[src/rtl/pwr_mode_pkg.sv]
package pwr_mode_pkg;

  typedef enum logic [1:0] {
    PM_RUN    = 2'd0,
    PM_HALT   = 2'd1,
    PM_STOP   = 2'd2,
    PM_SNOOZE = 2'd3
  } pmState_t;

  typedef enum logic [1:0] {
    CMP_BELOW   = 2'd0,
    CMP_ABOVE   = 2'd1,
    CMP_INSIDE  = 2'd2,
    CMP_OUTSIDE = 2'd3
  } cmpMode_t;

  // strobes from the sequencer to the snooze datapath
  typedef struct packed {
    logic enterSnz;
    logic srcAdc;
  } snzStrobe_t;

endpackage

[src/rtl/pwr_mode_cmp.sv]
module pwr_mode_cmp
  import pwr_mode_pkg::*;
#(
  parameter int ADC_W = 10
) (
  input  logic             clk,
  input  logic             rstN,
  input  snzStrobe_t       strb,
  input  logic [ADC_W-1:0] adcResult,
  input  logic [ADC_W-1:0] adcLow,
  input  logic [ADC_W-1:0] adcHigh,
  input  logic [1:0]       cmpMode,
  input  logic             rxValid,
  output logic             cmpMatch,
  output logic             wakeOk
);

  logic     srcAdcQ;
  logic     belowLo;
  logic     aboveHi;
  cmpMode_t modeSel;

  assign modeSel = cmpMode_t'(cmpMode);
  assign belowLo = adcResult < adcLow;
  assign aboveHi = adcResult > adcHigh;

  always_comb begin
    unique case (modeSel)
      CMP_BELOW:   cmpMatch = belowLo;
      CMP_ABOVE:   cmpMatch = aboveHi;
      CMP_INSIDE:  cmpMatch = !belowLo && !aboveHi;
      CMP_OUTSIDE: cmpMatch = belowLo || aboveHi;
      default:     cmpMatch = 1'b0;
    endcase
  end

  // remember which peripheral opened the snooze visit
  always_ff @(posedge clk or negedge rstN) begin
    if (!rstN)             srcAdcQ <= 1'b0;
    else if (strb.enterSnz) srcAdcQ <= strb.srcAdc;
  end

  assign wakeOk = srcAdcQ ? cmpMatch : rxValid;

endmodule

[src/rtl/pwr_mode_ctrl.sv]
module pwr_mode_ctrl
  import pwr_mode_pkg::*;
(
  input  logic       clk,
  input  logic       rstN,
  input  logic       haltInstr,
  input  logic       stopInstr,
  input  logic       extIrq,
  input  logic       wakeTmrIrq,
  input  logic       periphIrq,
  input  logic       rxStartDet,
  input  logic       adcTrig,
  input  logic       snoozeDone,
  input  logic       wakeOk,
  output snzStrobe_t strb,
  output logic       cpuClkEn,
  output logic       periClkEn,
  output logic       oscEn
);

  pmState_t state;
  pmState_t nextState;
  logic     lowSpeedWake;

  assign lowSpeedWake = extIrq || wakeTmrIrq;

  always_comb begin
    nextState = state;
    strb      = '0;
    unique case (state)
      PM_RUN: begin
        if (stopInstr)      nextState = PM_STOP;
        else if (haltInstr) nextState = PM_HALT;
      end
      PM_HALT: begin
        if (lowSpeedWake || periphIrq) nextState = PM_RUN;
      end
      PM_STOP: begin
        if (lowSpeedWake) begin
          nextState = PM_RUN;
        end else if (rxStartDet || adcTrig) begin
          nextState     = PM_SNOOZE;
          strb.enterSnz = 1'b1;
          strb.srcAdc   = !rxStartDet;
        end
      end
      PM_SNOOZE: begin
        if (snoozeDone) nextState = wakeOk ? PM_RUN : PM_STOP;
      end
      default: nextState = PM_RUN;
    endcase
  end

  always_ff @(posedge clk or negedge rstN) begin
    if (!rstN) state <= PM_RUN;
    else       state <= nextState;
  end

  assign cpuClkEn  = (state == PM_RUN);
  assign periClkEn = (state != PM_STOP);
  assign oscEn     = (state != PM_STOP);

endmodule

[src/rtl/pwr_mode_top.sv]
module pwr_mode_top
  import pwr_mode_pkg::*;
#(
  parameter int ADC_W = 10
) (
  input  logic             clk,
  input  logic             rstN,
  input  logic             haltInstr,
  input  logic             stopInstr,
  input  logic             extIrq,
  input  logic             wakeTmrIrq,
  input  logic             periphIrq,
  input  logic             rxStartDet,
  input  logic             adcTrig,
  input  logic             snoozeDone,
  input  logic             rxValid,
  input  logic [ADC_W-1:0] adcResult,
  input  logic [ADC_W-1:0] adcLow,
  input  logic [ADC_W-1:0] adcHigh,
  input  logic [1:0]       cmpMode,
  output logic             cmpMatch,
  output logic             cpuClkEn,
  output logic             periClkEn,
  output logic             oscEn
);

  snzStrobe_t strb;
  logic       wakeOk;

  pwr_mode_ctrl i_ctrl (
    .clk(clk), .rstN(rstN),
    .haltInstr(haltInstr), .stopInstr(stopInstr),
    .extIrq(extIrq), .wakeTmrIrq(wakeTmrIrq), .periphIrq(periphIrq),
    .rxStartDet(rxStartDet), .adcTrig(adcTrig), .snoozeDone(snoozeDone),
    .wakeOk(wakeOk), .strb(strb),
    .cpuClkEn(cpuClkEn), .periClkEn(periClkEn), .oscEn(oscEn)
  );

  pwr_mode_cmp #(.ADC_W(ADC_W)) i_cmp (
    .clk(clk), .rstN(rstN), .strb(strb),
    .adcResult(adcResult), .adcLow(adcLow), .adcHigh(adcHigh),
    .cmpMode(cmpMode), .rxValid(rxValid),
    .cmpMatch(cmpMatch), .wakeOk(wakeOk)
  );

endmodule

[config.mk]
export PLATFORM = sky130hd
export DESIGN_NAME = pwr_mode_top
export DESIGN_NICKNAME = d
export VERILOG_FILES = /design/src/rtl/pwr_mode_pkg.sv /design/src/rtl/pwr_mode_cmp.sv /design/src/rtl/pwr_mode_ctrl.sv /design/src/rtl/pwr_mode_top.sv
export SDC_FILE = /design/constraint.sdc
export NUM_CORES = 1
export LEC_CHECK = 0
export ABC_AREA = 0
export BUFFER_PORTS_ARGS = -buffer_cell sky130_fd_sc_hd__buf_2
export CAP_MARGIN = 20
export CORE_ASPECT_RATIO = 1.1
export CORE_MARGIN = 5
export CORE_UTILIZATION = 40
export CTS_CLUSTER_DIAMETER = 150
export DETAILED_ROUTE_END_ITERATION = 6
export PLACE_DENSITY = 0.84
export SLEW_MARGIN = 15
export SYNTH_ARGS = -nofsm -noshare
export SYNTH_HDL_FRONTEND = slang
export SYNTH_SLANG_ARGS = --single-unit
[constraint.sdc]
create_clock -name clk -period 3.9 [get_ports clk]
set_clock_uncertainty 0.1 [all_clocks]
set_input_delay 0.39 -clock clk [delete_from_list [all_inputs] [get_ports clk]]
set_output_delay 0.39 -clock clk [all_outputs]
set_load 0.02 [all_outputs]
==> results of run 1 <==
-- sequential cells by signal, summed over array words and instances (netlist names) --
register	cells
i_cmp.srcAdcQ	1
i_ctrl.state	2
-- cell usage in the layout, fill, tap and decap left out, drive strengths merged, types with 2 or more instances in the layout --
cell / count
nand4: 3
clkbuf: 4
buf: 46
nor3: 3
inv: 24
a211oi: 2
a221oi: 3
nor2: 5
o21ai: 4
and3: 2
dfrtp: 3
nand2b: 3
a21oi: 11
ha: 19
nand2: 4
-- worst paths after layout --
path	slack (ns)	startpoint	cells past startpoint	to
min in group asynchronous	0.38	rstN	2	i_ctrl.state[0]
setup / recovery	1.22	adcResult[7]	8	cmpMatch
hold reg to reg	0.51	i_cmp.srcAdcQ	2	i_cmp.srcAdcQ
setup reg to reg	2.24	i_ctrl.state[0]	5	i_ctrl.state[1]
max in group asynchronous	3.21	rstN	2	i_ctrl.state[1]
hold / removal	0.24	rxStartDet	2	i_cmp.srcAdcQ
-- worst max-delay path: stages --
cell                       delay, ns
sky130_fd_sc_hd__buf_2          0.11
sky130_fd_sc_hd__ha_1           0.32
sky130_fd_sc_hd__a211oi_1       0.28
sky130_fd_sc_hd__nor2_1         0.08
sky130_fd_sc_hd__a2111o_1       0.33
sky130_fd_sc_hd__a221oi_1       0.30
sky130_fd_sc_hd__o32a_1         0.21
sky130_fd_sc_hd__buf_2          0.17
-- cell type report --
type,count,area (µm²)
Clock buffer,4,26.3
Fill cell,183,875
Sequential cell,3,75.1
Inverter,24,90.1
Tap cell,28,35.0
Multi-Input combinational cell,78,637
Timing Repair Buffer,47,240
-- power by group --
part	internal [mW]	switching (mW)
Combinational	0.0980	0.114
Clock	0.0383	0.0159
Sequential	0.0466	0.0260
Total	0.183	0.156
-- cell families after synthesis --
kind of cell / after synthesis / synth area share (%)
compound gates: 30 / 27.5
xor+xnor: 1 / 1.08
fa+ha+maj: 19 / 29.2
buf+inv: 26 / 12.6
flops: 3 / 9.22
mux: 1 / 1.23
simple gates: 27 / 19.2
-- stage by stage --
stage	cell area, µm²	worst slack [ns]	hold slack, ns	util [%]	instances
after global routing	1100	1.04	0.249	55.8	184
after floorplan	815	1.52	-0.00559	-	107
final	1100	1.22	0.242	55.8	184
after global placement	1070	1.30	0.0830	54.0	179
after detailed placement	1070	1.21	0.0893	54.0	179
after CTS	1100	1.20	0.236	55.8	184
-- layer usage --
layer	track usage [%]	up-vias	wire length (µm)
met4	5.47	0	38
met3	2.61	5	178
met5	0	-	0
li1	-	485	-
met2	32.6	38	1220
met1	14.3	412	781
-- timing repair --
action,4_1_cts,5_1_grt
endpoints found under the setup margin,0,0
gates resized for setup,0,0
endpoints found under the hold margin,3,0
hold buffers,1,0
==> flow_results.xml, run 1 <==
<?xml version="1.0" encoding="UTF-8"?>
<metrics>
  <group name="clock_network">
    <metric name="cts_tree" unit="">done</metric>
    <metric name="cts-root-buf" unit="">sky130_fd_sc_hd__clkbuf_4</metric>
    <metric name="numCtsBuffers" unit="">3</metric>
    <metric name="clkTransAtPathRegs" unit="ns">0.04</metric>
    <metric name="post_cts_setup_buffer_count" unit="">0</metric>
    <metric name="cts.sink_count" unit="">3</metric>
    <metric name="htree_levels" unit="">1</metric>
    <metric name="worst_skew_pair.late_latency" unit="ns">0.23</metric>
    <metric name="clockBufferDepth" unit="">2</metric>
  </group>
  <group name="worst_setup_path">
    <metric name="worstPathRequired" unit="ns">3.41</metric>
    <metric name="critical_path_class" unit="">in -&gt; out</metric>
    <metric name="cp-end-kind" unit="">output port</metric>
    <metric name="cp_data_arrival_time" unit="ns">2.19</metric>
    <metric name="critical_path_peak_fanout" unit="">3</metric>
    <metric name="timing.critical_path.from_type" unit="">input port</metric>
  </group>
  <group name="global_route">
    <metric name="first_global_vias" unit="">995</metric>
    <metric name="antenna_violations_before_repair" unit="">0</metric>
    <metric name="grt_start_max_net_pins" unit="">9</metric>
    <metric name="track_usage" unit="%">15.7</metric>
    <metric name="globalRoute.totalOverflow" unit="">0</metric>
    <metric name="grt_pass1_wl" unit="µm">3730</metric>
  </group>
  <group name="timing">
    <metric name="final_hold_viol_count" unit="">0</metric>
    <metric name="slew_violations" unit="">0</metric>
    <metric name="tns" unit="ns">0</metric>
    <metric name="achievable-frequency" unit="MHz">373</metric>
    <metric name="post-route-period-util" unit="%">68.8</metric>
    <metric name="setup_viol" unit="">0</metric>
    <metric name="slew_limit_headroom" unit="%">77.6</metric>
    <metric name="post_layout_minimum_cycle_time" unit="ns">2.68</metric>
    <metric name="grt_setup_unrepaired" unit="">no</metric>
    <metric name="timing_worst_slew_pin_value" unit="ns">0.333</metric>
  </group>
  <group name="power">
    <metric name="total_leakage_power" unit="nW">0.624</metric>
    <metric name="total_power" unit="mW">0.339</metric>
    <metric name="power_density" unit="nW/µm²">307</metric>
    <metric name="peakVddDrop" unit="mV">0.280</metric>
  </group>
  <group name="floorplan">
    <metric name="floorplan.die_area" unit="µm²">3040</metric>
    <metric name="die_outline_height" unit="µm">57.3</metric>
    <metric name="die_w" unit="µm">53.0</metric>
    <metric name="core_region_area" unit="µm²">1980</metric>
    <metric name="core.rowCount" unit="">17</metric>
    <metric name="i_o_pin_cnt" unit="">47</metric>
    <metric name="initial_utilization" unit="%">41.2</metric>
  </group>
  <group name="synthesis">
    <metric name="synth_nets" unit="">169</metric>
    <metric name="seq_area_frac_synth" unit="%">9.22</metric>
    <metric name="netlist_top_cells_area" unit="">sky130_fd_sc_hd__ha_1 29%, sky130_fd_sc_hd__inv_1 11%, sky130_fd_sc_hd__dfrtp_1 9.2%</metric>
    <metric name="synth_edf_count" unit="">0</metric>
    <metric name="primary_ff_master_synth" unit="">sky130_fd_sc_hd__dfrtp_1</metric>
    <metric name="yosys.cell_types.count" unit="">40</metric>
    <metric name="synthesized_area" unit="µm²">815</metric>
    <metric name="synth_largest_area_cell" unit="">sky130_fd_sc_hd__ha_1</metric>
    <metric name="synthDominantCellAreaShare" unit="%">29.2</metric>
    <metric name="synth_register_bits" unit="">3</metric>
    <metric name="syn_inst" unit="">107</metric>
    <metric name="leading_cell_type_by_number_of_instances_after_synthesis" unit="">sky130_fd_sc_hd__inv_1</metric>
    <metric name="synth-async-reset-ratio" unit="%">100</metric>
    <metric name="synth-warning-count" unit="">0</metric>
    <metric name="synth_common_cells" unit="">24 x sky130_fd_sc_hd__inv_1, 19 x sky130_fd_sc_hd__ha_1, 10 x sky130_fd_sc_hd__a21oi_1, 5 x sky130_fd_sc_hd__nor2_1, 4 x sky130_fd_sc_hd__nand2_1</metric>
    <metric name="post_synthesis_average_cell_area" unit="µm²">7.61</metric>
  </group>
  <group name="placed_design">
    <metric name="gp_congestion" unit="">0.764</metric>
    <metric name="post-dp-hpwl" unit="µm">2030</metric>
    <metric name="placement.io_buffers" unit="">46</metric>
  </group>
  <group name="job">
    <metric name="drv_cap" unit="">0</metric>
  </group>
  <group name="route">
    <metric name="detail_route.first_pass.iterations" unit="">4</metric>
    <metric name="detail_route_antenna_nets" unit="">0</metric>
    <metric name="detail_route.iter0.violations" unit="">10</metric>
    <metric name="route.detailed.vias_per_inst" unit="">5.11</metric>
    <metric name="vias" unit="">940</metric>
    <metric name="detail_route.wirelength" unit="µm">2220</metric>
    <metric name="routed_wire_length_per_instance" unit="µm">12.1</metric>
    <metric name="post-route-drc-count" unit="">0</metric>
  </group>
  <group name="min_path">
    <metric name="worst_min_delay_path_class" unit="">in -&gt; reg</metric>
  </group>
  <group name="layout">
    <metric name="antenna_cells_inserted" unit="">0</metric>
    <metric name="syn_to_final_growth" unit="%">35.5</metric>
    <metric name="share_of_final_layout_standard_cells_stronger_than_drive_strength_1" unit="%">36.5</metric>
    <metric name="fin_nets" unit="">219</metric>
  </group>
  <group name="outcome">
    <metric name="outcome" unit="">finished, final reports clean</metric>
  </group>
</metrics>
Note: power is estimated with default switching activity, not from simulation.
==> run 2: changes to the inputs <==
--- a/config.mk
+++ b/config.mk
@@ -5,7 +5,7 @@
 export SDC_FILE = /design/constraint.sdc
 export NUM_CORES = 1
 export LEC_CHECK = 0
-export ABC_AREA = 0
+export ABC_AREA = 1
 export BUFFER_PORTS_ARGS = -buffer_cell sky130_fd_sc_hd__buf_2
 export CAP_MARGIN = 20
 export CORE_ASPECT_RATIO = 1.1
==> constraint.sdc (replaced) <==
create_clock -name clk -period 2.8 [get_ports clk]
set_clock_uncertainty 0.1 [all_clocks]
set_input_delay 0.28 -clock clk [delete_from_list [all_inputs] [get_ports clk]]
set_output_delay 0.28 -clock clk [all_outputs]
set_load 0.02 [all_outputs]
==> run 2 against run 1 <==
Final area grew 2.2%. Worst hold slack got worse by 0.051 ns. Wire length shrank 20%. Global-route usage fell by 4.1 points. Sequential share of layout area is 0.14 points lower. Combinational power is 38% higher. Setup slack worse by 0.39 ns. Via count decreased by 4.6%. Synthesized cell count up 28%. Sequential cell count stayed put. Largest cell class unchanged. Non-clock buffer count did not move.
==> flow_results.xml, run 2 <==
<?xml version="1.0" encoding="UTF-8"?>
<metrics>
  <group name="layout">
    <metric name="register_name_with_the_most_flops" unit="">i_ctrl.state</metric>
    <metric name="layout_common_cells" unit="">46 x sky130_fd_sc_hd__buf_2, 35 x sky130_fd_sc_hd__nand2_1, 34 x sky130_fd_sc_hd__inv_1</metric>
    <metric name="layout.cells.most_common" unit="">sky130_fd_sc_hd__buf_2</metric>
    <metric name="biggestRegsByFlops" unit="">i_ctrl.state: 2 flops, i_cmp.srcAdcQ: 1 flops</metric>
    <metric name="syn_to_final_growth" unit="%">35.3</metric>
    <metric name="share_of_final_layout_standard_cells_stronger_than_drive_strength_1" unit="%">36.4</metric>
    <metric name="fin_nets" unit="">250</metric>
    <metric name="antenna_cells_inserted" unit="">0</metric>
    <metric name="largest_reg_flops" unit="">2</metric>
  </group>
  <group name="floorplan">
    <metric name="die_w" unit="µm">53.5</metric>
    <metric name="i_o_pin_cnt" unit="">47</metric>
    <metric name="core.rowCount" unit="">17</metric>
    <metric name="die_outline_height" unit="µm">57.9</metric>
    <metric name="initial_utilization" unit="%">41.7</metric>
    <metric name="floorplan.die_area" unit="µm²">3100</metric>
    <metric name="core_region_area" unit="µm²">2000</metric>
  </group>
  <group name="route">
    <metric name="routed_wire_length_per_instance" unit="µm">8.32</metric>
    <metric name="detail_route.wirelength" unit="µm">1790</metric>
    <metric name="detail_route.iter0.violations" unit="">5</metric>
    <metric name="detail_route_antenna_nets" unit="">0</metric>
    <metric name="detail_route.first_pass.iterations" unit="">4</metric>
    <metric name="vias" unit="">897</metric>
    <metric name="route.detailed.vias_per_inst" unit="">4.17</metric>
    <metric name="post-route-drc-count" unit="">0</metric>
  </group>
  <group name="clock_network">
    <metric name="post_cts_setup_buffer_count" unit="">0</metric>
    <metric name="htree_levels" unit="">1</metric>
    <metric name="cts_repair_resize_count" unit="">0</metric>
    <metric name="cts-root-buf" unit="">sky130_fd_sc_hd__clkbuf_4</metric>
    <metric name="cts.sink_count" unit="">3</metric>
    <metric name="cts_tree" unit="">done</metric>
    <metric name="clkTransAtPathRegs" unit="ns">0.03</metric>
    <metric name="worst_skew_pair.late_latency" unit="ns">0.23</metric>
    <metric name="clockBufferDepth" unit="">2</metric>
    <metric name="numCtsBuffers" unit="">3</metric>
    <metric name="cts.hold.buffers_added" unit="">1</metric>
  </group>
  <group name="worst_setup_path">
    <metric name="setup_crit_end" unit="">cmpMatch</metric>
    <metric name="crit_path_start" unit="">adcResult[9]</metric>
    <metric name="timing.critical_path.slowest_cell_delay" unit="ns">0.30</metric>
    <metric name="path_buf_inv" unit="">2</metric>
    <metric name="critical_path_peak_fanout" unit="">3</metric>
    <metric name="cp_data_arrival_time" unit="ns">1.59</metric>
    <metric name="critical_path_class" unit="">in -&gt; out</metric>
    <metric name="ff2ff_setup_slack" unit="ns">1.34</metric>
    <metric name="worstPathRequired" unit="ns">2.42</metric>
    <metric name="worstPathCellList" unit="">buf_2, ha_1, a21o_1, nor2_2, nand3_2, o21ai_0, nand2_1, nand2_2, buf_2</metric>
    <metric name="cp-end-kind" unit="">output port</metric>
    <metric name="worstReg2RegEnd" unit="">i_ctrl.state[1]</metric>
    <metric name="path_common_cell" unit="">sky130_fd_sc_hd__buf_2</metric>
    <metric name="cp_top_family" unit="">simple AND/OR/NAND/NOR gates</metric>
    <metric name="worst_r2r_path_depth" unit="">10</metric>
    <metric name="origin_of_the_critical_flop_to_flop_path" unit="">i_ctrl.state[1]</metric>
    <metric name="cp_num_cells" unit="">9</metric>
    <metric name="critPathSlowestCell" unit="">sky130_fd_sc_hd__ha_1</metric>
    <metric name="timing.critical_path.from_type" unit="">input port</metric>
  </group>
  <group name="synthesis">
    <metric name="syn_inst" unit="">137</metric>
    <metric name="synth_common_cells" unit="">35 x sky130_fd_sc_hd__nand2_1, 34 x sky130_fd_sc_hd__inv_1, 19 x sky130_fd_sc_hd__ha_1, 11 x sky130_fd_sc_hd__nor2_1, 7 x sky130_fd_sc_hd__a21oi_1</metric>
    <metric name="seq_area_frac_synth" unit="%">9.01</metric>
    <metric name="fraction_of_the_mapped_netlist_area_in_compound_gates" unit="%">9.16</metric>
    <metric name="synthesized_area" unit="µm²">833</metric>
    <metric name="synth-warning-count" unit="">0</metric>
    <metric name="post_synthesis_average_cell_area" unit="µm²">6.08</metric>
    <metric name="synthDominantCellAreaShare" unit="%">28.5</metric>
    <metric name="synth-async-reset-ratio" unit="%">100</metric>
    <metric name="leading_cell_type_by_number_of_instances_after_synthesis" unit="">sky130_fd_sc_hd__nand2_1</metric>
    <metric name="synth_edf_count" unit="">0</metric>
    <metric name="synth_nets" unit="">199</metric>
    <metric name="synth.area.mux_share" unit="%">0</metric>
    <metric name="yosys.cell_types.count" unit="">21</metric>
    <metric name="post_synth_and_or_nand_nor_area_fraction" unit="%">35.3</metric>
    <metric name="synth_register_bits" unit="">3</metric>
    <metric name="synth_largest_area_cell" unit="">sky130_fd_sc_hd__ha_1</metric>
    <metric name="synth_fa_ha_area_share" unit="%">28.5</metric>
    <metric name="netlist_top_cells_area" unit="">sky130_fd_sc_hd__ha_1 29%, sky130_fd_sc_hd__nand2_1 16%, sky130_fd_sc_hd__inv_1 15%</metric>
    <metric name="synthXorXnorAreaFrac" unit="%">0</metric>
    <metric name="synth_top_family_by_area" unit="">simple AND/OR/NAND/NOR gates</metric>
    <metric name="primary_ff_master_synth" unit="">sky130_fd_sc_hd__dfrtp_1</metric>
  </group>
  <group name="global_route">
    <metric name="grt_start_max_net_pins" unit="">6</metric>
    <metric name="grt.met1_usage" unit="%">14.4</metric>
    <metric name="track_usage" unit="%">11.6</metric>
    <metric name="globalRoute.totalOverflow" unit="">0</metric>
    <metric name="grt_util_met3" unit="%">1.03</metric>
    <metric name="first_global_vias" unit="">832</metric>
    <metric name="antenna_violations_before_repair" unit="">0</metric>
    <metric name="grt_pass1_wl" unit="µm">2880</metric>
    <metric name="groute.layer.met2.usage" unit="%">20.8</metric>
    <metric name="grt.busiest_layer" unit="">met2</metric>
  </group>
  <group name="power">
    <metric name="power_density" unit="nW/µm²">403</metric>
    <metric name="pwr-share-clk" unit="%">16.1</metric>
    <metric name="power_frac_seq" unit="%">19.3</metric>
    <metric name="power.net_switching" unit="mW">0.217</metric>
    <metric name="p_sw_share" unit="%">47.9</metric>
    <metric name="peakVddDrop" unit="mV">0.396</metric>
    <metric name="total_leakage_power" unit="nW">0.738</metric>
    <metric name="p_int" unit="mW">0.236</metric>
    <metric name="p_comb_share" unit="%">64.6</metric>
  </group>
  <group name="timing">
    <metric name="post_layout_minimum_cycle_time" unit="ns">1.97</metric>
    <metric name="post-route-period-util" unit="%">70.5</metric>
    <metric name="grt_setup_unrepaired" unit="">no</metric>
    <metric name="timing.hold.ws" unit="ns">0.191</metric>
    <metric name="slew_limit_headroom" unit="%">79.5</metric>
    <metric name="slew_violations" unit="">0</metric>
    <metric name="timing_worst_slew_pin_value" unit="ns">0.305</metric>
    <metric name="final_hold_viol_count" unit="">0</metric>
    <metric name="achievable-frequency" unit="MHz">507</metric>
    <metric name="setup_viol" unit="">0</metric>
    <metric name="tns" unit="ns">0</metric>
  </group>
  <group name="placed_design">
    <metric name="post-dp-hpwl" unit="µm">1680</metric>
    <metric name="placement.io_buffers" unit="">46</metric>
    <metric name="gp_congestion" unit="">0.750</metric>
  </group>
  <group name="outcome">
    <metric name="outcome" unit="">finished, final reports clean</metric>
  </group>
  <group name="job">
    <metric name="drv_cap" unit="">0</metric>
  </group>
  <group name="min_path">
    <metric name="worst_min_delay_path_class" unit="">in -&gt; reg</metric>
  </group>
</metrics>
[run 2: cell types whose count changed after synthesis, sizes merged, moves of 3 or more]
cell	change
o21ai	-3
a221oi	-3
inv	+14
nor2	+11
nand2b	-3
nand3	+3
a21oi	-3
nand2	+37
[run 2: how the worst min path moves through the flow]
stage	from	cells after the start	end	slack [ns]
final	rxStartDet	2	i_cmp.srcAdcQ	0.19
after global routing	rxStartDet	2	i_cmp.srcAdcQ	0.19
after CTS	rxStartDet	2	i_cmp.srcAdcQ	0.18
after detailed placement	rstN	1	i_cmp.srcAdcQ	-0.02
after global placement	rstN	1	i_cmp.srcAdcQ	-0.02
after floorplan	rstN	0	i_cmp.srcAdcQ	-0.12
[run 2: cell families (layout without fill, tap and decap cells)]
family	count (synthesis)	after routing
buffers and inverters	39	89
flip-flops	3	3
adder cells (fa/ha/maj)	19	19
AO/OA/AOI/OAI	12	12
AND/OR/NAND/NOR	64	64
[run 2: final cells by class]
class	count	area, µm²
Clock buffer	4	26.3
Timing Repair Buffer	47	240
Inverter	38	143
Tap cell	28	35.0
Sequential cell	3	75.1
Fill cell	224	872
Multi-Input combinational cell	95	608
[run 2: routing by layer]
layer	vias up	routed length, µm
met1	361	794
met2	20	877
met5	-	0
met3	0	117
met4	0	0
li1	516	-
[run 2: stage by stage]
step | total power [mW] | cell area [µm²] | cells | setup slack (ns) | utilization (%)
2_1_floorplan | 0.301 | 833 | 137 | 1.13 | -
3_3_place_gp | 0.376 | 1090 | 210 | 0.840 | 54.6
3_5_place_dp | 0.384 | 1090 | 210 | 0.826 | 54.6
4_1_cts | 0.463 | 1130 | 215 | 0.826 | 56.4
5_1_grt | 0.507 | 1130 | 215 | 0.735 | 56.4
6_report | 0.454 | 1130 | 215 | 0.827 | 56.4
[run 2: power by group through the flow]
stage | clock network (mW) | registers [mW] | logic (mW)
floorplan | 0 | 0.0844 | 0.217
global placement | 0 | 0.0881 | 0.288
detailed placement | 0 | 0.0878 | 0.296
CTS | 0.0780 | 0.0874 | 0.298
global route | 0.0801 | 0.0935 | 0.333
finish | 0.0732 | 0.0874 | 0.293
